## src/rtl/freq_step_pkg.sv

```systemverilog
package freq_step_pkg;

  typedef enum logic [1:0] {
    EV_NONE   = 2'd0,
    EV_SLOWER = 2'd1,
    EV_FASTER = 2'd2,
    EV_PANIC  = 2'd3
  } evt_e;

  typedef enum logic [1:0] {
    ST_IDLE   = 2'd0,
    ST_RAMP   = 2'd1,
    ST_SETTLE = 2'd2
  } seq_st_e;

  // Level table contents, computed rather than listed
  function automatic int unsigned lvl_vstep(input int unsigned l);
    return l + 2;
  endfunction

  function automatic logic lvl_pll(input int unsigned l, input int unsigned n);
    return (l >= n / 2) ? 1'b1 : 1'b0;
  endfunction

  function automatic int unsigned lvl_div(input int unsigned l);
    return l + 1;
  endfunction

  function automatic int unsigned lvl_cfg(input int unsigned l);
    return 32'h30 + l;
  endfunction

endpackage

```

## src/rtl/freq_step_rom.sv

```systemverilog
module freq_step_rom
  import freq_step_pkg::*;
#(
  parameter int NUM_LEVELS = 4,
  parameter int LVL_W      = 2,
  parameter int VSTEP_W    = 4,
  parameter int DIV_W      = 4,
  parameter int CFG_W      = 8
) (
  input  logic [LVL_W-1:0]   idx,
  output logic [VSTEP_W-1:0] vstep,
  output logic               pll_b,
  output logic [DIV_W-1:0]   div,
  output logic [CFG_W-1:0]   cfg
);

  logic [VSTEP_W-1:0] vstep_tab [NUM_LEVELS];
  logic               pll_tab   [NUM_LEVELS];
  logic [DIV_W-1:0]   div_tab   [NUM_LEVELS];
  logic [CFG_W-1:0]   cfg_tab   [NUM_LEVELS];

  for (genvar i = 0; i < NUM_LEVELS; i++) begin : g_entry
    assign vstep_tab[i] = VSTEP_W'(lvl_vstep(i));
    assign pll_tab[i]   = lvl_pll(i, NUM_LEVELS);
    assign div_tab[i]   = DIV_W'(lvl_div(i));
    assign cfg_tab[i]   = CFG_W'(lvl_cfg(i));
  end

  assign vstep = vstep_tab[idx];
  assign pll_b = pll_tab[idx];
  assign div   = div_tab[idx];
  assign cfg   = cfg_tab[idx];

endmodule

```

## src/rtl/freq_step_decode.sv

```systemverilog
module freq_step_decode
  import freq_step_pkg::*;
#(
  parameter int NUM_LEVELS = 4,
  parameter int LVL_W      = 2
) (
  input  logic [1:0]       evt_code,
  input  logic             evt_mask,
  input  logic             upd_ready,
  input  logic             idle,
  input  logic [LVL_W-1:0] cur_level,
  output logic             go,
  output logic [LVL_W-1:0] target,
  output logic [2:0]       kind
);

  localparam logic [LVL_W-1:0] LAST = LVL_W'(NUM_LEVELS - 1);

  evt_e ev;
  assign ev = evt_e'(evt_code);

  always_comb begin
    target = cur_level;
    kind   = 3'b000;
    case (ev)
      EV_SLOWER: begin
        kind[0] = 1'b1;
        if (cur_level != LAST) target = cur_level + LVL_W'(1);
      end
      EV_FASTER: begin
        kind[1] = 1'b1;
        if (cur_level != '0) target = cur_level - LVL_W'(1);
      end
      EV_PANIC: begin
        kind[2] = 1'b1;
        target  = '0;
      end
      default: ;
    endcase
  end

  assign go = idle && upd_ready && !evt_mask && (target != cur_level);

endmodule

```

## src/rtl/freq_step_seq.sv

```systemverilog
module freq_step_seq
  import freq_step_pkg::*;
#(
  parameter int          NUM_LEVELS  = 4,
  parameter int          LVL_W       = 2,
  parameter int          VSTEP_W     = 4,
  parameter int          DIV_W       = 4,
  parameter int          CFG_W       = 8,
  parameter int          RAMP_CYC    = 12,
  parameter int          SETTLE_CYC  = 3,
  parameter int unsigned RESET_LEVEL = 1
) (
  input  logic               clk,
  input  logic               rst_n,
  input  logic               go,
  input  logic [LVL_W-1:0]   target,
  input  logic               vt_en,
  input  logic [VSTEP_W-1:0] tgt_vstep,
  input  logic               tgt_pll,
  input  logic [DIV_W-1:0]   tgt_div,
  input  logic [CFG_W-1:0]   tgt_cfg,
  output logic [LVL_W-1:0]   level,
  output logic               busy,
  output logic               ctrl_stb,
  output logic               up_flag,
  output logic [VSTEP_W-1:0] vstep,
  output logic               pll_sel,
  output logic               div_stb,
  output logic [DIV_W-1:0]   div_cfg,
  output logic               pll_prog_stb,
  output logic [CFG_W-1:0]   pll_cfg,
  output logic               vreq_hold,
  output logic               valid_hold
);

  localparam int TMAX  = (RAMP_CYC > SETTLE_CYC) ? RAMP_CYC : SETTLE_CYC;
  localparam int TMR_W = $clog2(TMAX + 1);
  localparam logic [TMR_W-1:0] RAMP_LD   = TMR_W'(RAMP_CYC - 1);
  localparam logic [TMR_W-1:0] SETTLE_LD = TMR_W'(SETTLE_CYC - 1);

  seq_st_e            state;
  logic [TMR_W-1:0]   tmr;
  logic               switch_pend;
  logic [DIV_W-1:0]   pend_div;
  logic [CFG_W-1:0]   pend_cfg;

  assign busy = (state != ST_IDLE);

  always_ff @(posedge clk or negedge rst_n) begin
    if (!rst_n) begin
      state        <= ST_IDLE;
      tmr          <= '0;
      level        <= LVL_W'(RESET_LEVEL);
      ctrl_stb     <= 1'b0;
      up_flag      <= 1'b0;
      vstep        <= VSTEP_W'(1);
      pll_sel      <= lvl_pll(RESET_LEVEL, NUM_LEVELS);
      div_stb      <= 1'b0;
      div_cfg      <= DIV_W'(lvl_div(RESET_LEVEL));
      pll_prog_stb <= 1'b0;
      pll_cfg      <= CFG_W'(lvl_cfg(RESET_LEVEL));
      switch_pend  <= 1'b0;
      pend_div     <= '0;
      pend_cfg     <= '0;
      vreq_hold    <= 1'b1;
      valid_hold   <= 1'b1;
    end else begin
      ctrl_stb     <= 1'b0;
      div_stb      <= 1'b0;
      pll_prog_stb <= 1'b0;
      case (state)
        ST_IDLE: begin
          if (go) begin
            ctrl_stb    <= 1'b1;
            level       <= target;
            up_flag     <= (target > level);
            vstep       <= (target > level) ? tgt_vstep : VSTEP_W'(1);
            switch_pend <= (tgt_pll != pll_sel);
            pll_sel     <= tgt_pll;
            pend_div    <= tgt_div;
            pend_cfg    <= tgt_cfg;
            vreq_hold   <= 1'b0;
            valid_hold  <= 1'b0;
            tmr         <= RAMP_LD;
            state       <= ST_RAMP;
          end
        end
        ST_RAMP: begin
          if (tmr == '0) begin
            div_stb   <= 1'b1;
            div_cfg   <= pend_div;
            vreq_hold <= 1'b1;
            if (switch_pend) begin
              pll_prog_stb <= 1'b1;
              pll_cfg      <= pend_cfg;
            end
            if (vt_en) begin
              tmr   <= SETTLE_LD;
              state <= ST_SETTLE;
            end else begin
              valid_hold <= 1'b1;
              state      <= ST_IDLE;
            end
          end else begin
            tmr <= tmr - TMR_W'(1);
          end
        end
        ST_SETTLE: begin
          if (tmr == '0) begin
            valid_hold <= 1'b1;
            state      <= ST_IDLE;
          end else begin
            tmr <= tmr - TMR_W'(1);
          end
        end
        default: state <= ST_IDLE;
      endcase
    end
  end

endmodule

```

## src/rtl/freq_step_counters.sv

```systemverilog
module freq_step_counters #(
  parameter int CNT_W = 4
) (
  input  logic                  clk,
  input  logic                  rst_n,
  input  logic                  go,
  input  logic [2:0]            kind,
  output logic [2:0][CNT_W-1:0] cnt
);

  localparam logic [CNT_W-1:0] CMAX = {CNT_W{1'b1}};

  for (genvar k = 0; k < 3; k++) begin : g_cnt
    always_ff @(posedge clk or negedge rst_n) begin
      if (!rst_n)
        cnt[k] <= '0;
      else if (go && kind[k] && (cnt[k] != CMAX))
        cnt[k] <= cnt[k] + CNT_W'(1);
    end
  end

endmodule

```

## src/rtl/freq_step_ctrl.sv

```systemverilog
module freq_step_ctrl #(
  parameter int          NUM_LEVELS  = 4,
  parameter int          LVL_W       = $clog2(NUM_LEVELS),
  parameter int          VSTEP_W     = 4,
  parameter int          DIV_W       = 4,
  parameter int          CFG_W       = 8,
  parameter int          CNT_W       = 4,
  parameter int          RAMP_CYC    = 12,
  parameter int          SETTLE_CYC  = 3,
  parameter int unsigned RESET_LEVEL = 1
) (
  input  logic               clk,
  input  logic               rst_n,
  input  logic [1:0]         evt_code,
  input  logic               evt_mask,
  input  logic               upd_ready,
  input  logic               vt_en,
  output logic [LVL_W-1:0]   level,
  output logic               seq_busy,
  output logic               ctrl_stb,
  output logic               up_flag,
  output logic [VSTEP_W-1:0] vstep,
  output logic               pll_sel,
  output logic               div_stb,
  output logic [DIV_W-1:0]   div_cfg,
  output logic               pll_prog_stb,
  output logic [CFG_W-1:0]   pll_cfg,
  output logic               vt_req,
  output logic               vt_valid,
  output logic [CNT_W-1:0]   cnt_dec,
  output logic [CNT_W-1:0]   cnt_inc,
  output logic [CNT_W-1:0]   cnt_pan
);

  logic               go;
  logic [LVL_W-1:0]   target;
  logic [2:0]         kind;
  logic [VSTEP_W-1:0] tgt_vstep;
  logic               tgt_pll;
  logic [DIV_W-1:0]   tgt_div;
  logic [CFG_W-1:0]   tgt_cfg;
  logic               vreq_hold;
  logic               valid_hold;
  logic [2:0][CNT_W-1:0] cnt;

  freq_step_decode #(.NUM_LEVELS(NUM_LEVELS), .LVL_W(LVL_W)) u_dec (
    .evt_code (evt_code),
    .evt_mask (evt_mask),
    .upd_ready(upd_ready),
    .idle     (!seq_busy),
    .cur_level(level),
    .go       (go),
    .target   (target),
    .kind     (kind)
  );

  freq_step_rom #(
    .NUM_LEVELS(NUM_LEVELS), .LVL_W(LVL_W), .VSTEP_W(VSTEP_W),
    .DIV_W(DIV_W), .CFG_W(CFG_W)
  ) u_rom (
    .idx  (target),
    .vstep(tgt_vstep),
    .pll_b(tgt_pll),
    .div  (tgt_div),
    .cfg  (tgt_cfg)
  );

  freq_step_seq #(
    .NUM_LEVELS(NUM_LEVELS), .LVL_W(LVL_W), .VSTEP_W(VSTEP_W),
    .DIV_W(DIV_W), .CFG_W(CFG_W), .RAMP_CYC(RAMP_CYC),
    .SETTLE_CYC(SETTLE_CYC), .RESET_LEVEL(RESET_LEVEL)
  ) u_seq (
    .clk         (clk),
    .rst_n       (rst_n),
    .go          (go),
    .target      (target),
    .vt_en       (vt_en),
    .tgt_vstep   (tgt_vstep),
    .tgt_pll     (tgt_pll),
    .tgt_div     (tgt_div),
    .tgt_cfg     (tgt_cfg),
    .level       (level),
    .busy        (seq_busy),
    .ctrl_stb    (ctrl_stb),
    .up_flag     (up_flag),
    .vstep       (vstep),
    .pll_sel     (pll_sel),
    .div_stb     (div_stb),
    .div_cfg     (div_cfg),
    .pll_prog_stb(pll_prog_stb),
    .pll_cfg     (pll_cfg),
    .vreq_hold   (vreq_hold),
    .valid_hold  (valid_hold)
  );

  freq_step_counters #(.CNT_W(CNT_W)) u_cnt (
    .clk  (clk),
    .rst_n(rst_n),
    .go   (go),
    .kind (kind),
    .cnt  (cnt)
  );

  assign cnt_dec  = cnt[0];
  assign cnt_inc  = cnt[1];
  assign cnt_pan  = cnt[2];
  assign vt_req   = vt_en && vreq_hold;
  assign vt_valid = vt_en && valid_hold;

endmodule

```

## config.mk

```make
export PLATFORM = sky130hd
export DESIGN_NAME = freq_step_ctrl
export DESIGN_NICKNAME = d
export VERILOG_FILES = /design/src/rtl/freq_step_pkg.sv /design/src/rtl/freq_step_rom.sv /design/src/rtl/freq_step_decode.sv /design/src/rtl/freq_step_seq.sv /design/src/rtl/freq_step_counters.sv /design/src/rtl/freq_step_ctrl.sv
export SDC_FILE = /design/constraint.sdc
export NUM_CORES = 1
export LEC_CHECK = 0
export CAP_MARGIN = 20
export CELL_PAD_IN_SITES_DETAIL_PLACEMENT = 0
export CELL_PAD_IN_SITES_GLOBAL_PLACEMENT = 2
export CORE_UTILIZATION = 29
export CTS_CLUSTER_DIAMETER = 40
export DETAILED_ROUTE_END_ITERATION = 16
export GPL_TIMING_DRIVEN = 1
export PLACE_DENSITY = 0.76
export SLEW_MARGIN = 20
export SYNTH_ARGS = -nofsm -noshare
export SYNTH_HDL_FRONTEND = slang
export SYNTH_SLANG_ARGS = --single-unit
export TNS_END_PERCENT = 50
```

## constraint.sdc

```tcl
create_clock -name clk -period 2.36 [get_ports clk]
set_input_delay 0.236 -clock clk [delete_from_list [all_inputs] [get_ports clk]]
set_output_delay 0.236 -clock clk [all_outputs]
set_load 0.01 [all_outputs]
```

==> impl_summary.txt <==
----------------------------------------------------
[Finish]
  Most common cell after layout, fill and taps aside ... sky130_fd_sc_hd__clkdlybuf4s50_1
  Area of the multi-input gates ... 1036 sq um
  Number of nets in the layout ... 278
  Antenna fix cells ... 0
  Layout cells sized above 1 ... 28.79%
  Fill cells ... 677
  Sequential cell area ... 1036 sq um
  Synthesis-to-finish area growth ... 40.89%
  Post-layout utilization of the core ... 42.68%
  Commonest non-fill, non-tap cells in the layout ... 36 x sky130_fd_sc_hd__clkdlybuf4s50_1, 33 x sky130_fd_sc_hd__dfrtp_1, 22 x sky130_fd_sc_hd__buf_4

[CTS]
  TritonCTS Sinks ... 41
  CTS buffer count ... 5
  CTS tree ... built
  Clock tree buffer depth ... 2
  CTS Root Cell ... sky130_fd_sc_hd__clkbuf_8
  Clock slew at reported path FFs ... 80 ps
  Deepest level of the CTS H-tree ... 2
  Insertion delay to the later sink of the worst-skew pair ... 290 ps

[STA]
  Worst clock skew on the final layout ... 10.27 ps
  Slew Viols, Final ... 0
  Period minus WS final ... 2376 ps
  Final setup violation count ... 3
  Post-layout worst setup margin ... -15.54 ps
  RSZ-0062 raised after global routing ... true
  Total negative setup slack ... -42.88 ps
  Final-report hold violation count ... 0
  Period Utilization, post-route ... 100.7%
  Achievable frequency ... 421.0 MHz

[Die]
  Initial standard-cell utilization of the core ... 30.29%
  Die ar. ... 7518 sq um
  Core footprint ... 6869 sq um
  Die height ... 86.71 microns
  Count of boundary I/O pins ... 45
  Std cell rows ... 30
  Die span in x ... 86.71 microns

[Route]
  Routed length per placed instance ... 12.40 microns
  Drt first-iter violations ... 47
  Via count of the routed design ... 1538
  Detailed Route WL ... 4378 microns
  Detailed-router iteration count before antenna repair ... 4
  Routed via count divided by cell count ... 4.357
  Antenna violation net count after detailed routing ... 0
  DR DRC count ... 0

[Yosys]
  Post-synth EDFFs ... 0
  Share of async-settable or async-resettable flops after synthesis ... 100.0%
  Portion of the post-synthesis area used by sequential elements ... 49.73%
  Ys flop type ... sky130_fd_sc_hd__dfrtp_1
  Syn_area_per_cell ... 10.89 sq um
  Post-synthesis sequential element count ... 41
  Warnings from Yosys ... 0
  Post-synthesis instance total ... 191
  Yosys cell types ... 43
  Area of the mapped netlist ... 2081 sq um

[Global routing]
  Combined global-route utilization of all metal layers ... 13.00%
  Number of antenna violations at the first check in global routing ... 0
  Wire length of the first global-routing pass ... 7521 microns
  GR Overflow Total ... 0
  Maximum number of pins on one net before global-route repair ... 22
  Via count of the first global-routing pass ... 1544

[Critical path]
  Crit end category ... register
  Data arrival time of the worst path ... 2560 ps
  Crit-path max FO ... 5
  Class of the most critical setup path ... input port to register
  Required time of the worst setup path ... 2540 ps
  Setup crit start kind ... input port

[Place]
  Dpl ws ... -486.8 ps
  Placer's final routability congestion estimate ... 0.7893
  Post-detailed-placement half-perimeter wirelength ... 3291 microns
  Port Buffers ... 38

[Run]
  Max-Cap Viols ... 0

[Pwr]
  Maximum resistive drop on vdd ... 0.4743 mV
  Pwr per Cell Area ... 1145 nW/um^2
  Static leakage power ... 1.379 nW

[Hold path]
  Class of the most critical hold timing path ... input port to async pin

[Status]
  Status ... finished, violations left
  Failing checks ... negative setup slack

----------------------------------------------------
kinds of logic (layout without fill, tap and decap cells):
family,Yosys count,count (layout),share of synthesized area (%)
AND/OR/NAND/NOR,53,53,13.65
flip-flops,41,41,49.73
AO/OA/AOI/OAI,31,31,9.441
buffers and inverters,28,89,7.035
adder cells (fa/ha/maj),15,15,9.020
multiplexers,13,13,7.156
XOR/XNOR,9,9,3.788
other,1,6,0.1802
registers in the layout (all words and copies together), names as in the netlist, 2 cells and up:
signal,cells
u_seq.div_cfg,3
u_seq.vstep,3
u_cnt.cnt,12
u_seq.pend_cfg,3
u_seq.state,2
u_seq.pend_div,3
u_seq.tmr,4
u_seq.pll_cfg,3
stage by stage:
step / hold WS [ps] / cell area (sq um) / power (mW) / std cells
floorplan: -59.59 / 2112 / 2.035 / 196
global placement: 223.5 / 2716 / 2.791 / 344
detailed placement: 231.2 / 2716 / 2.793 / 344
CTS: 453.5 / 2835 / 3.291 / 354
global route: 489.9 / 2932 / 3.639 / 353
finish: 440.5 / 2932 / 3.355 / 353
metal layers:
layer	wire length, microns	global-route usage, %
met3	81	2.571
met2	2002	20.06
met5	0	0
met1	2240	18.17
met4	53	4.545
synthesized netlist by cell type, types with 3 or more instances:
library cell / n / area share, %
sky130_fd_sc_hd__buf_4: 9 / 3.2
sky130_fd_sc_hd__nand2_1: 15 / 2.7
sky130_fd_sc_hd__nand3_1: 8 / 1.9
sky130_fd_sc_hd__mux2_2: 11 / 6.0
sky130_fd_sc_hd__ha_1: 15 / 9.0
sky130_fd_sc_hd__o21a_1: 3 / 1.1
sky130_fd_sc_hd__dfstp_2: 7 / 8.8
sky130_fd_sc_hd__o21ai_0: 13 / 3.1
sky130_fd_sc_hd__xnor2_1: 5 / 2.1
sky130_fd_sc_hd__inv_1: 15 / 2.7
sky130_fd_sc_hd__and2_1: 4 / 1.2
sky130_fd_sc_hd__dfrtp_1: 34 / 41
sky130_fd_sc_hd__nor2_1: 6 / 1.1
sky130_fd_sc_hd__nand2b_1: 5 / 1.5
sky130_fd_sc_hd__xor2_1: 4 / 1.7
sky130_fd_sc_hd__a21oi_1: 3 / 0.72
path summary, 6_finish.rpt:
path	from	end	slack, ps	depth (start not counted)
worst max-delay path	evt_code[1]	u_cnt.cnt[9]	-20	9
worst min-delay path	rst_n	u_seq.pend_div[1]	440	2
worst max register to register	u_seq.level[0]	u_cnt.cnt[9]	0	7
worst min register to register	u_seq.pend_cfg[4]	u_seq.pend_cfg[4]	470	1
max in group asynchronous	rst_n	u_seq.level[0]	1310	3
min in group clk	u_seq.pend_cfg[4]	u_seq.pend_cfg[4]	470	1
worst max-delay path, stage by stage:
cell	delay (ps)
sky130_fd_sc_hd__clkdlybuf4s50_1	490
sky130_fd_sc_hd__nand2b_4	140
sky130_fd_sc_hd__o21ai_0	80
sky130_fd_sc_hd__a22o_1	220
sky130_fd_sc_hd__ha_1	300
sky130_fd_sc_hd__and2_4	170
sky130_fd_sc_hd__or3_4	370
sky130_fd_sc_hd__or2_4	260
sky130_fd_sc_hd__mux2_4	290
cell type report:
| type | count | area share, % |
|---|---|---|
| Clock buffer | 6 | 2.475 |
| Inverter | 16 | 2.134 |
| Clock inverter | 2 | 0.3414 |
| Tap cell | 96 | 4.097 |
| Timing Repair Buffer | 65 | 20.27 |
| Sequential cell | 41 | 35.34 |
| Multi-Input combinational cell | 127 | 35.34 |
repair_timing:
| item | in CTS | in global routing |
|---|---|---|
| resized for setup | 7 | 20 |
| endpoints found under the hold margin | 14 | 0 |
| hold buffers | 1 | 0 |
| setup endpoints to repair | 23 | 24 |
| setup buffers | 1 | 0 |
| pin swaps | 1 | 9 |
power by group:
group / internal, mW / switching, mW
sequential: 0.994 / 0.196
combinational: 0.966 / 0.761
clock: 0.205 / 0.234
Note: power is estimated with default switching activity, not from simulation.
